`config.mk`:
```
export PLATFORM = sky130hd
export DESIGN_NAME = chansel_panel
export DESIGN_NICKNAME = d
export VERILOG_FILES = /design/src/rtl/chansel_pkg.sv /design/src/rtl/chansel_debounce.sv /design/src/rtl/chansel_stepper.sv /design/src/rtl/chansel_display.sv /design/src/rtl/chansel_panel.sv
export SDC_FILE = /design/constraint.sdc
export NUM_CORES = 1
export LEC_CHECK = 0
export ABC_AREA = 1
export BUFFER_PORTS_ARGS = -buffer_cell sky130_fd_sc_hd__buf_2
export CORE_MARGIN = 2
export CORE_UTILIZATION = 43
export CTS_BUF_LIST = sky130_fd_sc_hd__clkbuf_16
export DETAILED_ROUTE_END_ITERATION = 6
export GPL_TIMING_DRIVEN = 0
export HOLD_SLACK_MARGIN = 0.05
export PLACE_DENSITY = 0.7
export RECOVER_POWER = 50
export REMOVE_ABC_BUFFERS = 1
export SLEW_MARGIN = 10
export SYNTH_ARGS = -nofsm -noshare
export SYNTH_HDL_FRONTEND = slang
export SYNTH_SLANG_ARGS = --single-unit
```
`constraint.sdc`:
```
create_clock -name clk -period 2 [get_ports clk]
set_input_delay 0.4 -clock clk [delete_from_list [all_inputs] [get_ports clk]]
set_output_delay 0.4 -clock clk [all_outputs]
set_load 0.03 [all_outputs]
```
`src/rtl/chansel_pkg.sv`:
```
package chansel_pkg;

    localparam int NUM_CH = 8;
    localparam int CH_W = $clog2(NUM_CH);
    localparam logic [3:0] LAMP_DIGIT = 4'd8;

    typedef logic [CH_W-1:0] chan_t;

    typedef enum logic [1:0] {
        STEP_HOLD = 2'b00,
        STEP_UP   = 2'b01,
        STEP_DOWN = 2'b10
    } step_e;

    typedef struct packed {
        logic [3:0] digit;
        logic       blank;
    } disp_s;

    function automatic step_e step_of(logic up, logic dn);
        if (up && !dn) return STEP_UP;
        if (dn && !up) return STEP_DOWN;
        return STEP_HOLD;
    endfunction

    function automatic chan_t next_chan(chan_t c, step_e s);
        chan_t r;
        case (s)
            STEP_UP:   r = (c == chan_t'(NUM_CH - 1)) ? '0 : c + chan_t'(1);
            STEP_DOWN: r = (c == '0) ? chan_t'(NUM_CH - 1) : c - chan_t'(1);
            default:   r = c;
        endcase
        return r;
    endfunction

endpackage

```
`src/rtl/chansel_debounce.sv`:
```
module chansel_debounce #(
    parameter int DEB_CYCLES = 50000
) (
    input  logic clk,
    input  logic rst,
    input  logic raw,
    output logic press
);
    localparam int CW = $clog2(DEB_CYCLES + 1);

    logic [1:0]    sync_q;
    logic          stable_q;
    logic [CW-1:0] cnt_q;

    always_ff @(posedge clk) begin
        if (rst) begin
            sync_q   <= '0;
            stable_q <= 1'b0;
            cnt_q    <= '0;
            press    <= 1'b0;
        end else begin
            sync_q <= {sync_q[0], raw};
            press  <= 1'b0;
            if (sync_q[1] != stable_q) begin
                if (cnt_q == CW'(DEB_CYCLES - 1)) begin
                    stable_q <= sync_q[1];
                    cnt_q    <= '0;
                    press    <= sync_q[1];
                end else begin
                    cnt_q <= cnt_q + CW'(1);
                end
            end else begin
                cnt_q <= '0;
            end
        end
    end

    // a held press produces a single pulse
    assert_single_press_R5: assert property (@(posedge clk) disable iff (rst)
        press |=> !press);

endmodule

```
`src/rtl/chansel_stepper.sv`:
```
module chansel_stepper
    import chansel_pkg::*;
(
    input  logic  clk,
    input  logic  rst,
    input  chan_t dip,
    input  logic  inc_p,
    input  logic  dec_p,
    output chan_t chan,
    output logic  req
);
    step_e step;

    always_comb step = step_of(inc_p, dec_p);

    always_ff @(posedge clk) begin
        if (rst) begin
            chan <= dip;
            req  <= 1'b0;
        end else begin
            chan <= next_chan(chan, step);
            req  <= inc_p | dec_p;
        end
    end

    assert_req_one_cycle_R6: assert property (@(posedge clk) disable iff (rst)
        req |=> !req);

    assert_chan_moves_with_req_R6: assert property (@(posedge clk) disable iff (rst)
        !$stable(chan) |-> req);

    assert_wrap_up_R3: assert property (@(posedge clk) disable iff (rst)
        ($past(inc_p) && !$past(dec_p) && $past(chan) == chan_t'(NUM_CH - 1)) |-> chan == '0);

    assert_wrap_down_R4: assert property (@(posedge clk) disable iff (rst)
        ($past(dec_p) && !$past(inc_p) && $past(chan) == '0) |-> chan == chan_t'(NUM_CH - 1));

endmodule

```
`src/rtl/chansel_display.sv`:
```
module chansel_display
    import chansel_pkg::*;
#(
    parameter int BLINK_HALF  = 12500000,
    parameter int LAMP_CYCLES = 25000000
) (
    input  logic  clk,
    input  logic  rst,
    input  chan_t chan,
    input  logic  req,
    input  logic  temp_locked,
    output disp_s disp,
    output logic  led
);
    localparam int BW = $clog2(BLINK_HALF + 1);
    localparam int LW = $clog2(LAMP_CYCLES + 1);

    logic [BW-1:0] blink_cnt_q;
    logic          phase_off_q;
    logic [LW-1:0] lamp_cnt_q;
    logic          lamp;

    always_ff @(posedge clk) begin
        if (rst) begin
            blink_cnt_q <= '0;
            phase_off_q <= 1'b0;
        end else if (blink_cnt_q == BW'(BLINK_HALF - 1)) begin
            blink_cnt_q <= '0;
            phase_off_q <= !phase_off_q;
        end else begin
            blink_cnt_q <= blink_cnt_q + BW'(1);
        end
    end

    always_ff @(posedge clk) begin
        if (rst)                lamp_cnt_q <= LW'(LAMP_CYCLES);
        else if (lamp_cnt_q != '0) lamp_cnt_q <= lamp_cnt_q - LW'(1);
    end

    always_ff @(posedge clk) begin
        if (rst)              led <= 1'b0;
        else if (req)         led <= 1'b0;
        else if (temp_locked) led <= 1'b1;
    end

    always_comb begin
        lamp       = (lamp_cnt_q != '0);
        disp.digit = lamp ? LAMP_DIGIT : 4'(chan);
        disp.blank = !lamp && !led && phase_off_q;
    end

    assert_lamp_after_reset_R8: assert property (@(posedge clk) disable iff (rst)
        $past(rst) |-> (disp.digit == LAMP_DIGIT && !disp.blank));

    assert_led_cleared_by_req_R10: assert property (@(posedge clk) disable iff (rst)
        req |=> !led);

    assert_led_set_by_lock_R10: assert property (@(posedge clk) disable iff (rst)
        (temp_locked && !req) |=> led);

endmodule

```
`src/rtl/chansel_panel.sv`:
```
module chansel_panel
    import chansel_pkg::*;
#(
    parameter int DEB_CYCLES  = 50000,
    parameter int BLINK_HALF  = 12500000,
    parameter int LAMP_CYCLES = 25000000
) (
    input  logic       clk,
    input  logic       rst,
    input  logic [2:0] dip_sw,
    input  logic       btn_up,
    input  logic       btn_dn,
    input  logic       temp_locked,
    output logic [2:0] chan,
    output logic       retune_req,
    output logic [3:0] bcd_digit,
    output logic       digit_blank,
    output logic       temp_led
);
    localparam int NBTN = 2;

    logic [NBTN-1:0] raw_btn;
    logic [NBTN-1:0] press;
    chan_t           chan_w;
    disp_s           disp;

    assign raw_btn = {btn_dn, btn_up};

    for (genvar g = 0; g < NBTN; g++) begin : g_deb
        chansel_debounce #(.DEB_CYCLES(DEB_CYCLES)) u_deb (
            .clk  (clk),
            .rst  (rst),
            .raw  (raw_btn[g]),
            .press(press[g])
        );
    end

    chansel_stepper u_step (
        .clk  (clk),
        .rst  (rst),
        .dip  (chan_t'(dip_sw)),
        .inc_p(press[0]),
        .dec_p(press[1]),
        .chan (chan_w),
        .req  (retune_req)
    );

    chansel_display #(.BLINK_HALF(BLINK_HALF), .LAMP_CYCLES(LAMP_CYCLES)) u_disp (
        .clk        (clk),
        .rst        (rst),
        .chan       (chan_w),
        .req        (retune_req),
        .temp_locked(temp_locked),
        .disp       (disp),
        .led        (temp_led)
    );

    assign chan        = 3'(chan_w);
    assign bcd_digit   = disp.digit;
    assign digit_blank = disp.blank;

    assert_lit_not_blank_R10: assert property (@(posedge clk) disable iff (rst)
        temp_led |-> !digit_blank);

endmodule

```
==> impl_metrics.ini, run 1 <==
[outcome]
status = finished with violations
violations = negative setup slack

[cells_and_area]
seq_area_mm2 = 0.00195
area_growth_pct = 17.6
multi_input_area_mm2 = 0.00260
antenna_cells = 0
final_util = 0.518
drive_gt1_frac = 0.124
final_nets = 760
fillers = 1043

[global_routing]
grt_max_degree = 40
grt_antenna_before_repair = 0
grt_pass1_wl_um = 18000
grt_overflow_total = 0
grt_pass1_vias = 4192
grt.total_usage = 0.189

[setup_path]
end_kind = output port
setup.worst_path.start_class = register
worstPathMaxFanout = 7
crit_arrival_ns = 1.70
worstSetupPathType = register to output port
worstPathRequired_ns = 1.60

[synthesis]
synth_flop_cell = dfxtp_1
synth_top_cell_area_share = 0.384
postSynthCellCount = 706
synth_seq_cells = 95
synth-edff-count = 3
yosys_warnings = 0
synth_area_per_cell_um2 = 6.80
yosysSeqAreaShare = 0.403
async_flop_share = 0
synth_top_area_cell = dfxtp_1
synth_cell_type_count = 30
synthesis.area_mm2 = 0.00480
yosysMostFrequentCell = nand2_1
synth.top_cells.by_count = nand2_1 (163), nor2_1 (149), dfxtp_1 (92)
synth.area.top_cells = dfxtp_1 (38%), nand2_1 (13%), nor2_1 (12%)

[floorplanning]
start_util = 0.441
die_h_um = 110
die_w_um = 110
ioPinCount = 18
rows = 38
coreArea_mm2 = 0.0109
die_area_mm2 = 0.0120

[sta]
final-hold-violation-count = 0
tightest_slew_ns = 0.803
min_period_ns = 2.10
maxSlewHeadroom = 0.465
max_freq_ghz = 0.476
period_share = 1.05
fin_ws_ns = -0.102
rsz0062_at_grt = yes
skew_ns = 0.00695
setup_viol = 5
holdWs_ns = 0.254
slew_viol_final = 0

[placement]
placement.io_buffers = 17
place.gp.congestion = 0.898
dp_hpwl_um = 7430

[drt]
first_pass_iters = 4
avgRoutedWirePerCell_um = 11.9
viasPerCell = 4.99
drc = 0
finalWirelength_um = 10600
vias = 4427
drtIter0Drc = 186
ant_nets = 0

[cts]
clock_latency_ns = 0.35
clkTransAtPathRegs_ns = 0.06
cts_tree = done
cts_sinks = 95
htreeDepth = 3
cts_buffer_depth = 2
cts_buffers = 9
cts_root_buf = clkbuf_16
cts_hold_buffers = 0

[run]
cap_violations = 0

[pwr]
peakVddDrop_uv = 493
powerDensity_mw_per_mm2 = 796
power_leakage_nw = 2.04

[hold_path]
hold_class = input port to register
-- critical path, stage by stage, from the launching register on --
cell and delay (ns):
dfxtp_2 0.32, inv_2 0.07, ha_4 0.15, nand2_4 0.06, nor2_4 0.11, inv_4 0.06
nor2_8 0.14, nand2_8 0.10, nor3b_4 0.18, buf_6 0.15
-- flip-flops by register name, summed over array words and instances, names as in the netlist --
signal                cells
g_deb.u_deb.cnt_q        32
u_disp.lamp_cnt_q        25
u_disp.blink_cnt_q       24
g_deb.u_deb.sync_q        4
u_step.chan               3
g_deb.u_deb.press         2
g_deb.u_deb.stable_q      2
u_disp.led                1
u_disp.phase_off_q        1
u_step.req                1
-- power breakdown --
group	switching [W]	leakage, nW	total, W	internal [W]
Combinational	0.000250	1.09	0.000426	0.000176
Clock	0.000711	0.178	0.00204	0.00133
Sequential	0.0000589	0.776	0.00202	0.00196
Total	0.00102	2.04	0.00449	0.00347
-- through the flow --
step	std cells	area [µm²]	setup TNS, ns	total power [W]	worst slack (ns)
2_1_floorplan	695	4730	-0.126	0.00229	-0.0534
3_3_place_gp	852	4990	-9.58	0.00236	-0.446
3_5_place_dp	852	4990	-10.49	0.00237	-0.480
4_1_cts	881	5550	-0.265	0.00447	-0.107
5_1_grt	888	5640	-0.980	0.00467	-0.165
6_report	888	5640	-0.282	0.00449	-0.102
-- metal layers --
| layer | vias to the layer above | global-route usage | part of all wire |
|---|---|---|---|
| li1 | 2318 | - | - |
| met1 | 2000 | 0.229 | 0.45 |
| met2 | 86 | 0.320 | 0.48 |
| met3 | 23 | 0.0391 | 0.039 |
| met4 | 0 | 0.0886 | 0.026 |
| met5 | - | 0 | 0 |
-- final cells by class --
class	instances	area share
multi-input cells	519	0.460
flip-flops and latches	95	0.345
inverters	81	0.0543
repair buffers	38	0.0470
clock buffers	9	0.0399
well taps	140	0.0310
clock inverters	6	0.0226
-- what timing repair did --
item / in CTS / in global routing
pin swaps: 8 / 9
setup endpoints to repair: 27 / 27
resized for setup: 31 / 16
buffers inserted: 14 / 7
cloned: 0 / 0
-- cell families after synthesis --
| kind of cell | share of synthesized area |
|---|---|
| compound gates | 0.0610 |
| flops | 0.403 |
| fa+ha+maj | 0.0209 |
| buf+inv | 0.0782 |
| simple gates | 0.385 |
| xor+xnor | 0.0529 |
-- cell usage in the layout (no fill, tap or decap), types with 19 or more instances in the layout --
master,synthesis,routed
nand2_1,163,161
nor2_1,149,140
dfxtp_1,92,84
inv_1,77,77
a21oi_1,38,38
nand3_1,37,37
nand4_1,22,22
nor3_1,22,22
xor2_1,22,22
buf_4,5,22
o21ai_0,19,19
-- path summary, 6_finish.rpt --
kind,start,end,slack [ns],cells past startpoint
setup / recovery,u_disp.lamp_cnt_q[1],digit_blank,-0.10,9
hold / removal,btn_dn,g_deb[1].u_deb.sync_q[0],0.25,3
setup reg to reg,u_disp.blink_cnt_q[0],u_disp.blink_cnt_q[14],0.22,8
hold reg to reg,g_deb[0].u_deb.sync_q[0],g_deb[0].u_deb.sync_q[1],0.40,2
(Power assumes the default switching activity.)
==> inputs of run 2 (changes only) <==
--- a/config.mk
+++ b/config.mk
@@ -7,7 +7,7 @@
 export LEC_CHECK = 0
 export ABC_AREA = 1
 export BUFFER_PORTS_ARGS = -buffer_cell sky130_fd_sc_hd__buf_2
-export CORE_MARGIN = 2
+export CORE_MARGIN = 3
 export CORE_UTILIZATION = 43
 export CTS_BUF_LIST = sky130_fd_sc_hd__clkbuf_16
 export DETAILED_ROUTE_END_ITERATION = 6
==> run 2 against run 1 <==
Net effect: the run still ends with negative setup slack left; global-route usage fell by 1.6 points; sequential cell count did not move; maximum frequency rose by 0.28%; critical endpoint unchanged; clock power fell by 14%; critical path type unchanged; combinational power fell by 6.3%; routed wire length rose by 0.38%; sequential share of layout area rose by 0.53 points.
==> impl_metrics.ini, run 2 (synthesized netlist as in run 1, its figures left out) <==
[sta]
slew_viol_final = 0
maxSlewHeadroom = 0.467
rsz0062_at_grt = yes
tightest_slew_ns = 0.799
holdWs_ns = 0.265
fin_ws_ns = -0.0962
period_share = 1.05
min_period_ns = 2.10
setup_viol = 5
skew_ns = 0.00606
max_freq_ghz = 0.477
final-hold-violation-count = 0

[cts]
clkTransAtPathRegs_ns = 0.06
cts_sinks = 95
cts_root_buf = clkbuf_16
clock_latency_ns = 0.33
cts_buffer_depth = 2
cts_tree = done
cts_buffers = 9
htreeDepth = 3

[pwr]
p_clk_frac = 0.422
peakVddDrop_uv = 638
powerDensity_mw_per_mm2 = 756
power_leakage_nw = 1.99
cellInternalPower_w = 0.00319
p_comb_frac = 0.095
switchingPower_w = 0.000993
pwr-share-seq = 0.483
switching_share = 0.237

[placement]
dp_hpwl_um = 7480
dpl_cell_area_mm2 = 0.00499
place_inst = 848
placement.io_buffers = 17
place.gp.congestion = 0.899

[drt]
wl_met1_um = 4900
wl_met3_um = 376
top_layer_used = met4
ant_nets = 0
avgRoutedWirePerCell_um = 12.1
vias = 4430
wl_met2_um = 5140
viasPerCell = 5.02
drtIter0Drc = 221
first_pass_iters = 5
finalWirelength_um = 10600
drc = 0

[global_routing]
grt_antenna_before_repair = 0
grt_max_degree = 40
grt.total_usage = 0.173
grt_overflow_total = 0
grt_pass1_vias = 4163
grt_pass1_wl_um = 18300

[run]
cap_violations = 0

[floorplanning]
die_area_mm2 = 0.0125
die_w_um = 112
rows = 37
start_util = 0.453
coreArea_mm2 = 0.0106
die_h_um = 112
ioPinCount = 18

[cells_and_area]
most-common-layout-cells = nand2_1 (161), nor2_1 (141), dfxtp_1 (86)
stdcell_count = 882
largest_register_ffs = 32
regMostFlops = g_deb.u_deb.cnt_q
final_area_mm2 = 0.00554
multi_input_area_mm2 = 0.00257
largestRegisters = g_deb.u_deb.cnt_q: 32 flops, u_disp.lamp_cnt_q: 25 flops, u_disp.blink_cnt_q: 24 flops
drive_gt1_frac = 0.114
area_growth_pct = 15.4
fillers = 1032
final_nets = 757
final_util = 0.522
mostFrequentLayoutCell = nand2_1
antenna_cells = 0
seq_area_mm2 = 0.00194

[setup_path]
crit_arrival_ns = 1.70
crit_path_cell_trace = nor2_4, nand4_1, nor2_4, nand2_8, nor3b_2, buf_4
critPathMaxStageDelay_ns = 0.35
worstPathMaxFanout = 7
cp.depth = 6
cp_slowest_cell = dfxtp_1
cp_num_buf_inv = 1
end_kind = output port
worstSetupPathType = register to output port
worstPathRequired_ns = 1.60
path_delay_family = simple AND/OR/NAND/NOR gates
cpMostUsedCell = nor2_4
setup.worst_path.start_class = register
reg2reg_depth = 8

[hold_path]
hold_class = input port to register
min_path_cells = 3

[outcome]
violations = negative setup slack
status = finished with violations
==> run 2: worst paths after layout <==
| check | from | end | slack, ns |
|---|---|---|---|
| worst min-delay path | btn_dn | g_deb[1].u_deb.sync_q[0] | 0.27 |
| worst min register to register | g_deb[1].u_deb.sync_q[0] | g_deb[1].u_deb.sync_q[1] | 0.40 |
| worst max-delay path | u_disp.lamp_cnt_q[21] | digit_blank | -0.1 |
| worst max register to register | g_deb[0].u_deb.cnt_q[0] | g_deb[0].u_deb.cnt_q[7] | 0.23 |
==> run 2: stage by stage <==
step | total power, W | TNS, ns | setup slack [ns]
2_1_floorplan | 0.00229 | -0.126 | -0.0534
3_3_place_gp | 0.00236 | -9.98 | -0.464
3_5_place_dp | 0.00237 | -10.80 | -0.518
4_1_cts | 0.00420 | -0.214 | -0.0868
5_1_grt | 0.00435 | -1.84 | -0.158
6_report | 0.00418 | -0.258 | -0.0962
==> run 2: cell type report <==
class                           count  area share
Multi-Input combinational cell    519       0.465
Sequential cell                    95       0.350
Inverter                           81      0.0554
Timing Repair Buffer               35      0.0436
Clock buffer                        9      0.0407
Tap cell                          136      0.0307
Clock inverter                      7      0.0145
==> run 2: worst min-delay path, stage by stage <==
cell and delay, ns:
buf_2 0.07, inv_1 0.03, nor2_1 0.06
==> run 2: power groups by stage <==
stage	Sequential (W)	Combinational (W)	Clock, W
after floorplan	0.00205	0.000236	0
after global placement	0.00205	0.000318	0
after detailed placement	0.00205	0.000323	0
after CTS	0.00202	0.000381	0.00180
final	0.00202	0.000399	0.00176
after global routing	0.00203	0.000444	0.00188
==> run 2: metal layers <==
layer / vias to the layer above / GRT usage
met2: 88 / 0.292
met5: - / 0
li1: 2310 / -
met3: 17 / 0.0370
met1: 2015 / 0.220
met4: 0 / 0.0592
==> run 2: repair_timing <==
item | in CTS | in global routing
hold buffers | 0 | 0
resized for setup | 29 | 11
cloned | 0 | 0
setup buffers | 15 | 3
setup endpoints to repair | 27 | 27
pin swaps | 9 | 7
